<file path="src/rtl/lin_pwr_pkg.sv">
package lin_pwr_pkg;

  typedef enum logic [2:0] {
    ST_POR   = 3'd0,
    ST_READY = 3'd1,
    ST_OPER  = 3'd2,
    ST_TXOFF = 3'd3,
    ST_PDOWN = 3'd4
  } pwr_state_t;

  typedef struct packed {
    logic reg_en;
    logic rx_en;
    logic tx_en;
    logic pullup_en;
  } pwr_out_t;

  // Transmission may run: data idle high, enable high, no fault.
  function automatic logic tx_may_run(input logic txd, input logic ten,
                                      input logic flt);
    return txd & ten & ~flt;
  endfunction

  // Mode chosen once the filtered chip select is seen high.
  function automatic pwr_state_t active_target(input logic txd, input logic ten,
                                               input logic flt);
    return tx_may_run(txd, ten, flt) ? ST_OPER : ST_TXOFF;
  endfunction

  function automatic pwr_out_t mode_outputs(input pwr_state_t st);
    pwr_out_t o;
    o = '0;
    case (st)
      ST_READY, ST_TXOFF: begin o.reg_en = 1'b1; o.rx_en = 1'b1; end
      ST_OPER:            o = 4'b1111;
      default:            o = '0;
    endcase
    return o;
  endfunction

endpackage

</file>
<file path="src/rtl/cs_glitch_filter.sv">
module cs_glitch_filter #(
  parameter int FILT_CNT = 4
) (
  input  logic clk,
  input  logic rst_n,
  input  logic raw,
  output logic filt
);
  localparam int CW = $clog2(FILT_CNT + 1);
  localparam logic [CW-1:0] LAST = CW'(FILT_CNT - 1);

  logic [CW-1:0] run_cnt;
  logic          differs;

  assign differs = raw ^ filt;

  always_ff @(posedge clk or negedge rst_n) begin
    if (!rst_n) begin
      filt    <= 1'b0;
      run_cnt <= '0;
    end else if (!differs) begin
      run_cnt <= '0;
    end else if (run_cnt == LAST) begin
      filt    <= raw;
      run_cnt <= '0;
    end else begin
      run_cnt <= run_cnt + 1'b1;
    end
  end

  // the output only ever takes the level the raw input had
  p_filt_follows_raw_r9: assert property (@(posedge clk) disable iff (!rst_n)
    !$stable(filt) |-> filt == $past(raw));

  // an input matching the output leaves it unchanged
  p_filt_hold_r9: assert property (@(posedge clk) disable iff (!rst_n)
    (raw == filt) |=> $stable(filt));

endmodule

</file>
<file path="src/rtl/pwr_mode_fsm.sv">
module pwr_mode_fsm
  import lin_pwr_pkg::*;
(
  input  logic       clk,
  input  logic       rst_n,
  input  logic       supply_ok,
  input  logic       cs_f,
  input  logic       txd,
  input  logic       tx_enable,
  input  logic       fault,
  input  logic       wake_evt,
  output pwr_state_t state
);
  pwr_state_t nxt;
  logic       cs_q;
  logic       cs_fall;
  logic       drop_tx;
  logic       may_run;

  assign cs_fall = cs_q & ~cs_f;
  assign drop_tx = fault | ~tx_enable;
  assign may_run = tx_may_run(txd, tx_enable, fault);

  always_comb begin
    nxt = state;
    case (state)
      ST_POR:   if (supply_ok) nxt = cs_f ? active_target(txd, tx_enable, fault) : ST_READY;
      ST_READY: if (cs_f) nxt = active_target(txd, tx_enable, fault);
      ST_OPER:  if (cs_fall) nxt = ST_PDOWN;
                else if (drop_tx) nxt = ST_TXOFF;
      ST_TXOFF: if (cs_fall) nxt = ST_PDOWN;
                else if (may_run) nxt = ST_OPER;
      ST_PDOWN: if (cs_f || wake_evt) nxt = ST_READY;
      default:  nxt = ST_POR;
    endcase
  end

  always_ff @(posedge clk or negedge rst_n) begin
    if (!rst_n) begin
      state <= ST_POR;
      cs_q  <= 1'b0;
    end else begin
      state <= nxt;
      cs_q  <= cs_f;
    end
  end

  p_por_wait_r2: assert property (@(posedge clk) disable iff (!rst_n)
    (state == ST_POR && !supply_ok) |=> state == ST_POR);

  p_fault_leaves_oper_r5: assert property (@(posedge clk) disable iff (!rst_n)
    (state == ST_OPER && !cs_fall && (fault || !tx_enable)) |=> state == ST_TXOFF);

  p_txoff_hold_r6: assert property (@(posedge clk) disable iff (!rst_n)
    (state == ST_TXOFF && !cs_fall && (fault || !txd || !tx_enable)) |=> state == ST_TXOFF);

  p_csfall_sleep_r7: assert property (@(posedge clk) disable iff (!rst_n)
    ((state == ST_OPER || state == ST_TXOFF) && cs_fall) |=> state == ST_PDOWN);

  p_wake_ready_r8: assert property (@(posedge clk) disable iff (!rst_n)
    (state == ST_PDOWN && (cs_f || wake_evt)) |=> state == ST_READY);

endmodule

</file>
<file path="src/rtl/pwr_out_decode.sv">
module pwr_out_decode
  import lin_pwr_pkg::*;
(
  input  logic       clk,
  input  logic       rst_n,
  input  pwr_state_t state,
  output logic       reg_en,
  output logic       rx_en,
  output logic       tx_en,
  output logic       pullup_en
);
  pwr_out_t o;

  assign o         = mode_outputs(state);
  assign reg_en    = o.reg_en;
  assign rx_en     = o.rx_en;
  assign tx_en     = o.tx_en;
  assign pullup_en = o.pullup_en;

  // the driver and the pull-up are never on without the regulator
  p_drive_needs_supply_r4: assert property (@(posedge clk) disable iff (!rst_n)
    (tx_en || pullup_en) |-> (reg_en && rx_en));

  // asleep means everything off
  p_sleep_dark_r7: assert property (@(posedge clk) disable iff (!rst_n)
    (state == ST_PDOWN) |-> !(reg_en || rx_en || tx_en || pullup_en));

endmodule

</file>
<file path="src/rtl/lin_pwr_seq.sv">
module lin_pwr_seq
  import lin_pwr_pkg::*;
#(
  parameter int FILT_CNT = 4
) (
  input  logic       clk,
  input  logic       rst_n,
  input  logic       supply_ok,
  input  logic       cs_raw,
  input  logic       txd,
  input  logic       tx_enable,
  input  logic       fault,
  input  logic       wake_evt,
  output logic       reg_en,
  output logic       rx_en,
  output logic       tx_en,
  output logic       pullup_en,
  output logic [2:0] mode_code
);
  logic       cs_f;
  pwr_state_t state;

  cs_glitch_filter #(.FILT_CNT(FILT_CNT)) u_filt (
    .clk  (clk),
    .rst_n(rst_n),
    .raw  (cs_raw),
    .filt (cs_f)
  );

  pwr_mode_fsm u_fsm (
    .clk      (clk),
    .rst_n    (rst_n),
    .supply_ok(supply_ok),
    .cs_f     (cs_f),
    .txd      (txd),
    .tx_enable(tx_enable),
    .fault    (fault),
    .wake_evt (wake_evt),
    .state    (state)
  );

  pwr_out_decode u_dec (
    .clk      (clk),
    .rst_n    (rst_n),
    .state    (state),
    .reg_en   (reg_en),
    .rx_en    (rx_en),
    .tx_en    (tx_en),
    .pullup_en(pullup_en)
  );

  assign mode_code = state;

endmodule

</file>
<file path="config.mk">
export PLATFORM = sky130hd
export DESIGN_NAME = lin_pwr_seq
export DESIGN_NICKNAME = d
export VERILOG_FILES = /design/src/rtl/lin_pwr_pkg.sv /design/src/rtl/cs_glitch_filter.sv /design/src/rtl/pwr_mode_fsm.sv /design/src/rtl/pwr_out_decode.sv /design/src/rtl/lin_pwr_seq.sv
export SDC_FILE = /design/constraint.sdc
export NUM_CORES = 1
export LEC_CHECK = 0
export ABC_AREA = 1
export BUFFER_PORTS_ARGS = -buffer_cell sky130_fd_sc_hd__buf_4
export CAP_MARGIN = 20
export CORE_MARGIN = 3
export CORE_UTILIZATION = 35
export CTS_CLUSTER_SIZE = 20
export DETAILED_ROUTE_END_ITERATION = 7
export PLACE_DENSITY_LB_ADDON = 0.1
export SKIP_LAST_GASP = 1
export SYNTH_ARGS = -nofsm -noshare
export SYNTH_HDL_FRONTEND = slang
export SYNTH_HIERARCHICAL = 1
export SYNTH_SLANG_ARGS = --single-unit
</file>
<file path="constraint.sdc">
create_clock -name clk -period 1.3 [get_ports clk]
set_input_delay 0 -clock clk [delete_from_list [all_inputs] [get_ports clk]]
set_output_delay 0 -clock clk [all_outputs]
set_load 0.02 [all_outputs]
</file>
* After elaboration in Yosys (flattened, before gate mapping)
Cells that the tools add are included.
W data, S select, Z words.
** Cells by class
- Reductions and logical operators :: 5
- Equality and inequality tests :: 10
- Mux-type cells :: 14
- $lt $le $gt $ge :: 0
- Multiply operators :: 0
- Add/subtract/negate cells :: 1
- Div/mod/pow operators :: 0
- Shift-type cells :: 0
- Bitwise gates (word level) :: 8
** Operators by type and width (count)
- $mux W3 :: 9
- $pmux W3 S5 :: 1
- $eq A3 B2 Y1 const B :: 3
- $mux W2 :: 3
- $ne A3 B3 Y1 const B :: 2
- $reduce_and A5 Y1 :: 1
- $ne A2 B2 Y1 const B :: 2
- $add A3 B1 Y3 const B :: 1
- $and A1 B1 Y1 :: 3
- $eq A3 B1 Y1 const B :: 1
- $eq A3 B3 Y1 const B :: 1
- $logic_not A3 Y1 :: 1
- $not A1 Y1 :: 3
- $reduce_or A3 Y1 :: 1
- $ne A2 B1 Y1 const B :: 1
- $reduce_and A2 Y1 :: 1
- $logic_or A1 B1 Y1 :: 1
- $mux W1 :: 1
- $or A1 B1 Y1 :: 1
- $xor A1 B1 Y1 :: 1
** Word-level totals
- Latch bits :: 0
- Memory bits (read-only) :: 0
- Memories kept :: 0
- Flip-flop bits (word level) :: 8
- Word-level logic and storage cells :: 42
- Input port bits :: 8
- Bits in writable memories :: 0

* Logic depth before layout (Yosys ltp)
Gate-level depths: netlist of run 1.
- Depth in word-level cells :: 6
- Depth in mapped cells :: 9

* Cells and area by module
The synthesis of run 1 kept the hierarchy.
** Modules (own cells, without submodules)
- pwr_mode_fsm :: area an instance 287.8 µm², sequential area each 100.1 µm², cells an instance 44, times used 1
- cs_glitch_filter :: area an instance 188.9 µm², sequential area each 100.1 µm², cells an instance 23, times used 1
- pwr_out_decode :: area an instance 36.3 µm², sequential area each 0.0 µm², cells an instance 7, times used 1

* Worst setup path after synthesis of run 1
OpenSTA, ideal clock, no wires.
- Path kind :: register -> register
- Start point :: register u_fsm.state[2]
- End point :: register u_fsm.state[0]
- Path buffers :: 0
- Setup slack :: 0.099 ns
- Arrival time :: 1.084 ns
- Period minus slack after synthesis :: 1.201 ns
- Cell stages (with the launch flop) :: 9
- Setup time :: 0.117 ns
- Cells stage by stage :: dfrtp_1 inv_2 nand2_1 nor2_2 nand3_2 nand2_1 nor2_1 nand2_1 nand2_1
** On the way
- Cells in the longest elaborated chain, start to end :: 3
- Elaborated cells between the ends (all ways) :: 12
- Those cells by class :: eq/ne: 9; mux: 1; reduce/logical: 2
** RTL lines
- from (decl) :: line pwr_mode_fsm.sv:12 : output pwr_state_t state
- from (signal assigned) :: line pwr_mode_fsm.sv:43 : state <= nxt;
- $eq A3 B2 Y1 (tied with other cells) :: line pwr_mode_fsm.sv:26 : case (state)
- $ne A3 B3 Y1 (no line) (tied with other cells)
- $reduce_and A5 Y1 (no line)
Several ways; a longest one is shown, not always the timed one.
A chain may end at the register's enable or synchronous reset.

* Worst setup path in the final report of run 1
Same ends and word-level chain as after synthesis.

==> results_dict.tcl, run 1 <==
set metrics [dict create \
    max-cap-violations 0 \
    worst_setup_path_start_kind "flip-flop" \
    muxShareOfSynthArea_pct 0 \
    dr.pass1.iters 3 \
    wl_per_cell_um 9.42 \
    synthArstFlopShare_pct 100 \
    power_leakage_nw 0.368 \
    ys_warn_count 6 \
    dieArea_um2 1960 \
    utilization_pct 50.3 \
    syn-instance-count 74 \
    coreArea_um2 1330 \
    power_density_nw_per_um2 2580 \
    avgSynthCellArea_um2 6.93 \
    path_cells "inv_2, nand2_1, nor2_4, nand3_2, nand2_1, nor2_1, nand2_1, nand2_1" \
    h-tree-depth 1 \
    rsz0062_at_grt "false" \
    cp.required_ps 1440 \
    slowest_stage "dfrtp_1" \
    synth_most_common_cell "nand2_1" \
    setup_violations 0 \
    final_hold_viol_count 0 \
    routed_wl_um 998 \
    clock_latency_ps 250 \
    cts_setup_buffers 0 \
    synth_adder_area_share_pct 2.44 \
    drc 0 \
    ys.flop_type "dfrtp_1" \
    clk_pin_slew_ps 60 \
    fin_skew_ps 0.955 \
    seq_area_um2 201 \
    cts-root-buf "clkbuf_4" \
    crit_buf_inv 1 \
    synth_area_leaders "dfrtp_1 39%, nand2_1 14%, inv_1 8.8%" \
    grt_pass1_vias 393 \
    grt_pass1_wl_mm 1.52 \
    holdCritPathClass "input pin to flip-flop" \
    ioPinCount 15 \
    grt_start_max_net_pins 9 \
    synth_top_family_by_area "simple AND/OR/NAND/NOR gates" \
    port_buffers 14 \
    crit_fanout 5 \
    synth_top_area_share_pct 39.0 \
    ys_ff_latch 8 \
    max_stage_delay_ps 420 \
    grt_usage_pct 10.6 \
    cts_sinks 8 \
    max_freq_ghz 0.834 \
    dpl.cell_count 101 \
    grt-ovfl-total 0 \
    seq_area_frac_synth_pct 39.0 \
    syn_to_final_growth_pct 30.7 \
    place.gp.congestion 0.725 \
    nets 102 \
    synth_fp_nets 83 \
    clock_path_buffers 2 \
    synth_edf_count 0 \
    drt_iter0_drc 6 \
    drive_gt1_share_pct 30.8 \
    multi_input_comb_area_um2 250 \
    antenna_found_initial 0 \
    synth_xor_area_share_pct 0 \
    period_needed_ps 1200 \
    hpwl_um 808 \
    cts_buffers 3 \
    outcome "finished, final reports clean" \
    die_h_um 44.3 \
    worst_slew_pin_slew_ps 227 \
    synth_cell_types 17 \
    crit_type "flip-flop to flip-flop" \
    num_rows 13 \
    dieWidth_um 44.3 \
    cpMostUsedCell "nand2_1" \
    start_util_pct 38.5 \
    fillers 143 \
    slew_headroom_pct 84.7 \
    synth-compound-area-share_pct 4.88 \
    synthSimpleGateAreaFrac_pct 40.5 \
    cts_tree "built" \
    end_kind "flip-flop" \
    synth_area_leader_cell "dfrtp_1" \
    vdd_drop_max_mv 1.11 \
    drv_slew 0 \
    instances_no_fill 106 \
    via_per_inst 4.67 \
    synthTopCellsByCount "19 x nand2_1, 12 x inv_1, 10 x nor2_1" \
    syn_area_um2 513 \
    cp_top_family "simple AND/OR/NAND/NOR gates" \
    num_vias 495 \
    diodes 0 \
    fin_crit_sh_pct 92.2 \
    postRouteAntennaNets 0 \
    cp.arrival_ps 1340 \
    fin_tns_setup_ps 0 \
]
## worst min-delay path: stages
cell     delay (ps)
buf_4            80
inv_1            40
nand3_1          70
o31ai_1          60
## kinds of logic (layout without fill, tap and decap cells)
family	count (synthesis)	after routing
buf+inv	16	33
simple gates	45	45
fa+ha+maj	1	1
compound gates	4	4
flops	8	8
## flip-flops by register name, indices dropped and copies added, names as in the netlist
signal and count:
u_fsm/cs_q 1, u_filt/filt 1, u_filt/run_cnt 3, u_fsm/state 3
## final timing paths
check,startpoint,end,slack [ps],depth (start not counted)
min in group asynchronous,rst_n,u_filt/run_cnt[2],100,2
min reg2reg,u_filt/filt,u_fsm/cs_q,500,0
max reg2reg,u_fsm/state[2],u_fsm/state[0],100,8
min,wake_evt,u_fsm/state[2],40,4
max in group asynchronous,rst_n,u_fsm/state[0],1060,2
max,u_fsm/state[2],u_fsm/state[0],100,8
## stage by stage
step                      cell area [µm²]  hold WS, ps  power, mW  setup slack [ps]
final                                 671         36.4       1.73               102
after global routing                  671         57.9       1.89              6.58
after CTS                             664         37.6       1.73              71.3
after detailed placement              622         -174       1.53              81.8
after global placement                622         -174       1.51              72.4
after floorplan                       513         -296       1.24              98.8
## final cells by class
cell class	instances	share of cell area, %
clock buffers	3	3.36
flip-flops and latches	8	30.0
multi-input cells	50	37.3
inverters	14	7.84
well taps	15	2.80
repair buffers	16	18.7
## cells in the final DEF (no fill, tap or decap)
cell type,n
a21oi_1,1
buf_4,14
clkbuf_4,3
dfrtp_1,7
dfrtp_2,1
dlygate4sd3_1,2
ha_1,1
inv_1,12
inv_2,2
nand2_1,19
nand2_2,3
nand3_1,5
nand3_2,2
nand4_1,1
nor2_1,10
nor2_2,2
nor2_4,1
nor3_1,2
o21ai_1,1
o21bai_1,1
o31ai_1,1
## power by group
part | total (mW) | switching, mW | leakage, nW | internal, mW
Clock | 0.190 | 0.0848 | 0.0138 | 0.106
Combinational | 1.06 | 0.628 | 0.255 | 0.428
Sequential | 0.486 | 0.126 | 0.100 | 0.360
Total | 1.73 | 0.839 | 0.368 | 0.894
## per-layer routing
| metal | wire [µm] | vias up | global-route usage [%] |
|---|---|---|---|
| li1 | - | 262 | - |
| met1 | 424 | 220 | 11.1 |
| met2 | 486 | 11 | 18.0 |
| met3 | 79 | 2 | 4.47 |
| met4 | 6 | 0 | 5.42 |
| met5 | 0 | - | 0 |
## what timing repair did
action,in CTS,in global routing
endpoints found under the setup margin,0,2
resized for setup,0,2
endpoints found under the hold margin,9,0
hold buffers,2,0
Power figures use the tool's default switching activity.
==> inputs of run 2 (changes only) <==
- CELL_PAD_IN_SITES_DETAIL_PLACEMENT: not set -> 1
- CELL_PAD_IN_SITES_GLOBAL_PLACEMENT: not set -> 1
- CORE_UTILIZATION: 35 -> 33
==> run 2 against run 1 <==
  * Fmax decreased by 4.8%
  * Worst setup slack got worse by 60 ps
  * Total power increased by 5.0%
  * Sequential share of layout area decreased by 0.87 points
==> results_dict.tcl, run 2 (synthesis results as in run 1) <==
set metrics [dict create \
    outcome "finished, final reports clean" \
    fin_skew_ps 5.77 \
    drive_gt1_share_pct 33.7 \
    num_vias 514 \
    max_freq_ghz 0.795 \
    slew_headroom_pct 82.9 \
    clock_path_buffers 2 \
    top_regs "u_filt/run_cnt: 3 flops, u_fsm/state: 3 flops" \
    num_rows 13 \
    max-cap-violations 0 \
    holdCritPathClass "input pin to flip-flop" \
    place.gp.congestion 0.754 \
    r2r_start "u_filt/filt" \
    end_kind "flip-flop" \
    drv_slew 0 \
    setup_violations 0 \
    drc 0 \
    dieWidth_um 45.4 \
    dr.pass1.iters 2 \
    instances_no_fill 107 \
    cts_tree "built" \
    cp-startpoint "u_filt/filt" \
    grt_pass1_wl_mm 1.99 \
    die_h_um 45.4 \
    whs_endpoint "u_fsm/state[2]" \
    wl_per_cell_um 11.4 \
    min_from "wake_evt" \
    worst_setup_path_start_kind "flip-flop" \
    diodes 0 \
    antenna_found_initial 0 \
    postRouteAntennaNets 0 \
    final_common_cell "nand2_1" \
    h-tree-depth 1 \
    rrSetupSlack_ps 40 \
    ff2ff_path_depth 5 \
    power_density_nw_per_um2 2630 \
    cts-root-buf "clkbuf_4" \
    utilization_pct 50.0 \
    power_leakage_nw 0.375 \
    grt_pass1_vias 506 \
    cts_buffers 3 \
    routed_wl_mm 1.22 \
    via_per_inst 4.80 \
    crit_type "flip-flop to flip-flop" \
    clock_latency_ps 250 \
    final_hold_viol_count 0 \
    cp.arrival_ps 1380 \
    hpwl_mm 1.00 \
    vdd_drop_max_mv 0.888 \
    period_needed_ps 1260 \
    grt_usage_pct 13.3 \
    holdPathStages 4 \
    r2r_end "u_fsm/state[1]" \
    start_util_pct 37.1 \
    drt_iter0_drc 2 \
    syn_to_final_growth_pct 34.6 \
    nets 103 \
    port_buffers 14 \
    dieArea_um2 2060 \
    grt-ovfl-total 0 \
    worst_slew_pin_slew_ps 257 \
    cp.required_ps 1430 \
    fin_tns_setup_ps 0 \
    clk_pin_slew_ps 60 \
    grt_start_max_net_pins 9 \
    cts_sinks 8 \
    fillers 187 \
    fin_crit_sh_pct 96.8 \
    total_power_mw 1.82 \
    crit_fanout 7 \
    mostFrequentLayoutCells "18 x nand2_1, 15 x buf_4, 12 x inv_1, 9 x nor2_1, 7 x dfrtp_1" \
    ioPinCount 15 \
    dpl.cell_count 101 \
    coreArea_um2 1380 \
]
[run 2: area by class of cell]
| class | instances | area (µm²) | share of cell area (%) |
|---|---|---|---|
| Tap cell | 15 | 18.8 | 2.72 |
| Multi-Input combinational cell | 50 | 263 | 38.0 |
| Sequential cell | 8 | 201 | 29.2 |
| Timing Repair Buffer | 17 | 133 | 19.2 |
| Inverter | 14 | 52.6 | 7.61 |
| Clock buffer | 3 | 22.5 | 3.26 |
[run 2: stage by stage]
stage | area, µm² | setup WS (ps) | hold WS [ps]
5_1_grt | 691 | -15.7 | 75.4
3_3_place_gp | 622 | 63.6 | -175
2_1_floorplan | 513 | 98.8 | -296
3_5_place_dp | 622 | 41.5 | -173
6_report | 691 | 41.7 | 68.0
4_1_cts | 664 | 23.7 | 62.4
[run 2: worst max path at each step]
stage / to / slack (ps) / cells past startpoint
detailed placement: u_fsm/state[0] / 40 / 8
global placement: u_fsm/state[0] / 60 / 8
finish: u_fsm/state[1] / 40 / 5
floorplan: u_fsm/state[0] / 100 / 8
global route: u_fsm/state[1] / -20 / 5
CTS: u_fsm/state[0] / 20 / 8
[run 2: per-layer routing]
metal | track usage (%) | wire length (µm) | vias up
met4 | 3.51 | 0 | 0
met2 | 25.9 | 682 | 10
met5 | 0 | 0 | -
li1 | - | - | 261
met1 | 13.9 | 468 | 243
met3 | 2.77 | 72 | 0
[run 2: report_power, final]
part | internal [mW] | switching, mW | leakage [nW]
sequential | 0.360 | 0.137 | 0.100
clock | 0.105 | 0.0788 | 0.0138
combinational | 0.465 | 0.672 | 0.261
[run 2: repair_timing]
action                                  4_1_cts  5_1_grt
endpoints found under the hold margin         9        0
buffers inserted                              0        1
hold buffers                                  2        0
resized for setup                             0        5
endpoints found under the setup margin        0        2
[run 2: critical path, cell delays in order, from the launching register on]
cell and delay, ps:
dfrtp_1 440, nor2_1 220, nor2_4 80, buf_4 130
nor3_1 180, o21ai_1 90
